File: src/rtl/esc_dec_pkg.sv
package esc_dec_pkg;
  localparam logic [7:0] ESC_BYTE = 8'hA5;

  typedef enum logic [6:0] {
    CMD_RESET = 7'd0,
    CMD_TRIG  = 7'd1,
    CMD_ARM   = 7'd2,
    CMD_DBL   = 7'd3,
    CMD_START = 7'd4
  } cmd_code_t;

  typedef enum logic [1:0] {
    PK_CHAN  = 2'd0,
    PK_FIRST = 2'd1,
    PK_LAST  = 2'd2,
    PK_DATA  = 2'd3
  } pkt_state_t;

  typedef struct packed {
    logic byteLo;
    logic latchChan;
    logic latchFirst;
    logic latchLast;
    logic writeWord;
    logic clearAll;
  } dp_strobe_t;
endpackage

File: src/rtl/esc_dec_ctrl.sv
module esc_dec_ctrl
  import esc_dec_pkg::*;
(
  input  logic       clk,
  input  logic       rst_n,
  input  logic [7:0] byteData,
  input  logic       byteFire,
  input  logic       lastWord,
  output dp_strobe_t strobe,
  output logic       ctlReset,
  output logic       softTrig,
  output logic       armEn,
  output logic       clkDoubleEn,
  output logic       startEn
);
  logic       escPending;
  logic       haveLow;
  pkt_state_t state;
  logic       isEsc, isCmd, isData, wordDone, doReset, cmdSet;
  logic [6:0] cmdCode;

  always_comb begin
    isEsc    = byteFire && !escPending && (byteData == ESC_BYTE);
    isCmd    = byteFire && escPending && (byteData != ESC_BYTE);
    isData   = byteFire && (escPending ? (byteData == ESC_BYTE) : (byteData != ESC_BYTE));
    cmdCode  = byteData[7:1];
    cmdSet   = ~byteData[0];
    doReset  = isCmd && (cmdCode == CMD_RESET) && cmdSet;
    wordDone = isData && haveLow;
    strobe.byteLo     = isData && !haveLow;
    strobe.latchChan  = wordDone && (state == PK_CHAN);
    strobe.latchFirst = wordDone && (state == PK_FIRST);
    strobe.latchLast  = wordDone && (state == PK_LAST);
    strobe.writeWord  = wordDone && (state == PK_DATA);
    strobe.clearAll   = doReset;
  end

  always_ff @(posedge clk or negedge rst_n) begin
    if (!rst_n) begin
      escPending  <= 1'b0;
      haveLow     <= 1'b0;
      state       <= PK_CHAN;
      ctlReset    <= 1'b0;
      softTrig    <= 1'b0;
      armEn       <= 1'b0;
      clkDoubleEn <= 1'b0;
      startEn     <= 1'b0;
    end else begin
      ctlReset <= doReset;
      if (isEsc) escPending <= 1'b1;
      else if (byteFire) escPending <= 1'b0;

      if (doReset) begin
        haveLow     <= 1'b0;
        state       <= PK_CHAN;
        softTrig    <= 1'b0;
        armEn       <= 1'b0;
        clkDoubleEn <= 1'b0;
        startEn     <= 1'b0;
      end else begin
        if (isData) haveLow <= !haveLow;
        if (wordDone) begin
          unique case (state)
            PK_CHAN:  state <= PK_FIRST;
            PK_FIRST: state <= PK_LAST;
            PK_LAST:  state <= PK_DATA;
            PK_DATA:  if (lastWord) state <= PK_CHAN;
          endcase
        end
        if (isCmd) begin
          unique case (cmdCode)
            CMD_TRIG:  softTrig    <= cmdSet;
            CMD_ARM:   armEn       <= cmdSet;
            CMD_DBL:   clkDoubleEn <= cmdSet;
            CMD_START: startEn     <= cmdSet;
            default: ;
          endcase
        end
      end
    end
  end
endmodule

File: src/rtl/esc_dec_dpath.sv
module esc_dec_dpath
  import esc_dec_pkg::*;
#(
  parameter int WORD_W   = 16,
  parameter int DAC_W    = 4,
  parameter int BOARD_W  = 4,
  parameter int NUM_DACS = 3
) (
  input  logic               clk,
  input  logic               rst_n,
  input  logic [7:0]         byteData,
  input  logic [BOARD_W-1:0] boardId,
  input  dp_strobe_t         strobe,
  output logic               lastWord,
  output logic               memWe,
  output logic [DAC_W-1:0]   memChan,
  output logic [WORD_W-1:0]  memAddr,
  output logic [WORD_W-1:0]  memData
);
  localparam int HI_W = WORD_W - DAC_W;

  logic [7:0]        lowByte;
  logic [WORD_W-1:0] wordVal, curAddr, lastAddr;
  logic [DAC_W-1:0]  chanIdx;
  logic              chanOk, chanMatch;

  always_comb begin
    wordVal   = {byteData, lowByte};
    chanMatch = (wordVal[WORD_W-1:DAC_W] == HI_W'(boardId)) &&
                ({{(32-DAC_W){1'b0}}, wordVal[DAC_W-1:0]} < NUM_DACS);
    lastWord  = (curAddr == lastAddr);
  end

  always_ff @(posedge clk or negedge rst_n) begin
    if (!rst_n) begin
      lowByte  <= '0;
      curAddr  <= '0;
      lastAddr <= '0;
      chanIdx  <= '0;
      chanOk   <= 1'b0;
      memWe    <= 1'b0;
      memChan  <= '0;
      memAddr  <= '0;
      memData  <= '0;
    end else begin
      memWe <= 1'b0;
      if (strobe.clearAll) chanOk <= 1'b0;
      if (strobe.byteLo) lowByte <= byteData;
      if (strobe.latchChan) begin
        chanIdx <= wordVal[DAC_W-1:0];
        chanOk  <= chanMatch;
      end
      if (strobe.latchFirst) curAddr <= wordVal;
      if (strobe.latchLast) lastAddr <= wordVal;
      if (strobe.writeWord) begin
        memWe   <= chanOk;
        memChan <= chanIdx;
        memAddr <= curAddr;
        memData <= wordVal;
        curAddr <= curAddr + 1'b1;
      end
    end
  end
endmodule

File: src/rtl/esc_stream_decoder.sv
module esc_stream_decoder
  import esc_dec_pkg::*;
#(
  parameter int WORD_W   = 16,
  parameter int DAC_W    = 4,
  parameter int BOARD_W  = 4,
  parameter int NUM_DACS = 3
) (
  input  logic               clk,
  input  logic               rst_n,
  input  logic [7:0]         byteData,
  input  logic               byteValid,
  output logic               byteReady,
  input  logic [BOARD_W-1:0] boardId,
  input  logic               extTrig,
  output logic               trigOut,
  output logic               ctlReset,
  output logic               armEn,
  output logic               clkDoubleEn,
  output logic               startEn,
  output logic               memWe,
  output logic [DAC_W-1:0]   memChan,
  output logic [WORD_W-1:0]  memAddr,
  output logic [WORD_W-1:0]  memData
);
  dp_strobe_t strobe;
  logic       lastWord, softTrig, byteFire;

  assign byteReady = 1'b1;
  assign byteFire  = byteValid && byteReady;
  assign trigOut   = softTrig || extTrig;

  esc_dec_ctrl u_ctrl (
    .clk(clk), .rst_n(rst_n), .byteData(byteData), .byteFire(byteFire),
    .lastWord(lastWord), .strobe(strobe), .ctlReset(ctlReset),
    .softTrig(softTrig), .armEn(armEn), .clkDoubleEn(clkDoubleEn),
    .startEn(startEn)
  );

  esc_dec_dpath #(
    .WORD_W(WORD_W), .DAC_W(DAC_W), .BOARD_W(BOARD_W), .NUM_DACS(NUM_DACS)
  ) u_dpath (
    .clk(clk), .rst_n(rst_n), .byteData(byteData), .boardId(boardId),
    .strobe(strobe), .lastWord(lastWord), .memWe(memWe), .memChan(memChan),
    .memAddr(memAddr), .memData(memData)
  );
endmodule

File: config.mk
export PLATFORM = sky130hd
export DESIGN_NAME = esc_stream_decoder
export DESIGN_NICKNAME = d
export VERILOG_FILES = /design/src/rtl/esc_dec_pkg.sv /design/src/rtl/esc_dec_ctrl.sv /design/src/rtl/esc_dec_dpath.sv /design/src/rtl/esc_stream_decoder.sv
export SDC_FILE = /design/constraint.sdc
export NUM_CORES = 1
export LEC_CHECK = 0
export BUFFER_PORTS_ARGS = -buffer_cell sky130_fd_sc_hd__buf_4
export CAP_MARGIN = 40
export CORE_ASPECT_RATIO = 1.1
export CORE_UTILIZATION = 52
export CTS_CLUSTER_DIAMETER = 80
export DETAILED_ROUTE_END_ITERATION = 8
export PLACE_DENSITY = 0.76
export SYNTH_ARGS = -nofsm -noshare
export SYNTH_HDL_FRONTEND = slang
export SYNTH_SLANG_ARGS = --single-unit
File: constraint.sdc
create_clock -name clk -period 1.8 [get_ports clk]
set_clock_uncertainty 0.1 [all_clocks]
set_input_delay 0.36 -clock clk [delete_from_list [all_inputs] [get_ports clk]]
set_output_delay 0.36 -clock clk [all_outputs]
set_load 0.03 [all_outputs]
==> results by group <==
Worst setup path
  – WP data required: 1.95 ns
  – WS Path Type: flop to flop
  – CP bufs+invs: 1
  – Crit path launch type: flop
  – Critical Path Max Stage Delay: 0.48 ns
  – Worst endpoint data arrival time: 2.09 ns
  – Top Family by Delay on Critical Path: compound AO/OA/AOI/OAI gates
  – Worst-path cell chain: xnor2_2, nand4_1, buf_4, o41a_1, o21ai_0, a21oi_1
  – Max FO, Critical Path: 8
  – CP endpoint kind: flop
  – Slowest-stage cell, CP: dfrtp_2

Floorplan
  – Die height: 101 um
  – Initial Util: 0.548
  – Site Rows: 35
  – Chip Width: 92.4 um
  – Die Area: 9380 sq um
  – Ports: 59
  – Core Region: 8540 sq um

Detailed routing
  – Antenna-violating nets left: 0
  – Routed len/inst: 19.6 um
  – DRT iter0 DRCs: 274
  – Drt first pass iters: 4
  – DR vias/cell: 5.91
  – DRC: 0
  – Total wire length: 12400 um
  – Via count: 3747

Worst hold path
  – HP Class: primary input to flop

Synth
  – Syn Std Cell Area: 4680 sq um
  – Area contributors post-synth: dfrtp_1, mux2_2, xnor2_1, mux2_4, a21oi_1
  – Distinct cell type count after synthesis: 54
  – Synth area leader: dfrtp_1
  – Average size of a mapped cell: 11.4 sq um
  – Seq cells post-synth: 91
  – Mapped Cells: 410
  – Syn Nets: 431
  – Synth top area share: 0.487
  – Fraction of registers with async set/reset: 1.00
  – EDFF count, synth: 0
  – Top FF cell, synth: dfrtp_1
  – Sequential area share after synthesis: 0.487
  – Ys Warns: 0

Clock network
  – Maximum clock insertion buffer count: 2
  – Clock Latency Late Sink: 0.37 ns
  – Clock slew at reported path FFs: 0.09 ns
  – Root Driver: clkbuf_8
  – CTS tree: yes
  – TritonCTS buffer count: 9
  – Maximum level of the CTS H-tree: 3
  – # clock sinks: 91

Cells and area
  – Multi-input logic area: 2340 sq um
  – Most frequent cells in the layout: buf_4, dfrtp_1, mux2_2
  – FF+latch area: 2290 sq um
  – Diodes inserted: 0
  – Area Growth Syn to Fin: 29.7%
  – Total Nets Final: 539
  – Post-route cell area: 6070 sq um
  – Fill cells: 639
  – Share of cells above drive strength 1: 0.486
  – Commonest non-fill, non-tap cell in the layout: buf_4

Placed design
  – HPWL after DPL: 8290 um
  – Area post-placement: 5590 sq um
  – # port buffers: 57
  – Gpl congestion: 0.871

STA
  – Slew Viols, Final: 0
  – Fin Hold WS: 0.172 ns
  – Final setup margin: -0.145 ns
  – Worst relative slew slack: 0.678
  – Unrepaired setup endpoints after global routing: yes
  – Achievable Freq: 514 MHz
  – Final count of hold timing violations: 0
  – Worst-margin pin slew: 0.471 ns
  – Period utilisation layout: 1.08
  – Final setup viols: 23
  – Post-route minimum period: 1.95 ns

Global route
  – Global-route wire length before repair: 18600 um
  – Largest net degree at the start of global routing: 92
  – Antenna violations before repair: 0
  – Total GRT Usage: 0.264
  – GRT Residual Overflow: 0
  – Vias in the first global route: 3664

Power and ir drop
  – Leakage power: 2.77 nW
  – Peak supply drop: 0.951 mV
  – Pwr Total: 0.00945 W
  – Pwr Density: 1560 nW/um^2

Run status
  – Status: finished, violations left
  – Failing checks: negative setup slack

Run
  – Max Cap Viol: 0
==> kinds of logic (layout without fill, tap and decap cells) <==
group,Yosys count,after routing,share of synthesized area
multiplexers,65,65,0.163
XOR/XNOR,21,21,0.0393
buffers and inverters,39,152,0.0407
AND/OR/NAND/NOR,101,101,0.129
flip-flops,91,91,0.487
AO/OA/AOI/OAI,87,87,0.127
other,1,1,0.000802
adder cells (fa/ha/maj),5,5,0.0134
==> through the flow <==
stage	std cells	utilization	TNS (ns)	setup WS, ns
6_report	634	0.711	-0.442	-0.145
5_1_grt	634	0.711	-1.05	-0.214
4_1_cts	623	0.684	-0.0175	-0.0175
3_5_place_dp	605	0.655	-16.29	-0.286
3_3_place_gp	605	0.655	-12.52	-0.227
2_1_floorplan	410	-	-4.40	-0.113
==> worst reg2reg max path: stages, from the launching register on <==
cell and delay, ns:
dfrtp_2 0.48, xnor2_2 0.16, nand4_1 0.17, buf_4 0.18, o41a_1 0.36, o21ai_0 0.26
a21oi_1 0.11
==> per-layer routing <==
metal | part of all wire | track usage | wire length, um
met5 | 0 | 0 | 0
met4 | 0.018 | 0.103 | 227
met3 | 0.048 | 0.0375 | 602
met2 | 0.52 | 0.467 | 6440
met1 | 0.42 | 0.330 | 5170
==> worst paths after layout <==
| path | cells past startpoint | slack [ns] | start | end |
|---|---|---|---|---|
| max in group asynchronous | 3 | 0.72 | rst_n | u_dpath.curAddr[7] |
| setup / recovery | 6 | -0.15 | u_dpath.curAddr[2] | u_ctrl.state[1] |
| min in group asynchronous | 3 | 0.45 | rst_n | u_dpath.memAddr[2] |
| hold / removal | 2 | 0.17 | byteData[6] | u_dpath.lowByte[6] |
| setup reg to reg | 6 | -0.15 | u_dpath.curAddr[2] | u_ctrl.state[1] |
| hold reg to reg | 2 | 0.39 | u_dpath.memAddr[9] | u_dpath.memAddr[9] |
==> layout make-up <==
class,count,area share
Multi-Input combinational cell,280,0.385
Clock inverter,6,0.0115
Inverter,7,0.00433
Clock buffer,10,0.0227
Sequential cell,91,0.377
Timing Repair Buffer,129,0.176
Tap cell,111,0.0229
==> synthesized netlist by cell type, drive strengths merged, types with 8 or more instances <==
master	instances
dfrtp	91
mux2	60
a21oi	22
clkbuf	22
o21ai	20
xnor2	19
nand2	18
nor2	13
nor3	11
buf	10
nand4	10
nand3	8
o21bai	8
==> sequential cells by signal, summed over array words and instances (netlist names), 2 cells and up <==
signal	flops
u_dpath.lowByte	8
u_dpath.curAddr	16
u_dpath.memAddr	16
u_dpath.memData	16
u_dpath.lastAddr	16
u_ctrl.state	2
u_dpath.chanIdx	4
u_dpath.memChan	4
==> power breakdown <==
group	internal (W)	switching (W)
clock network	0.000696	0.000787
registers	0.00280	0.000629
logic	0.00224	0.00230
==> what timing repair did <==
action,4_1_cts,5_1_grt
hold endpoints to repair,91,0
hold buffers,1,0
gates cloned,0,3
gates resized for setup,6,29
pin swaps,2,9
setup endpoints to repair,10,43
buffers inserted,1,8
No activity file was read; power rests on OpenSTA's default activity.
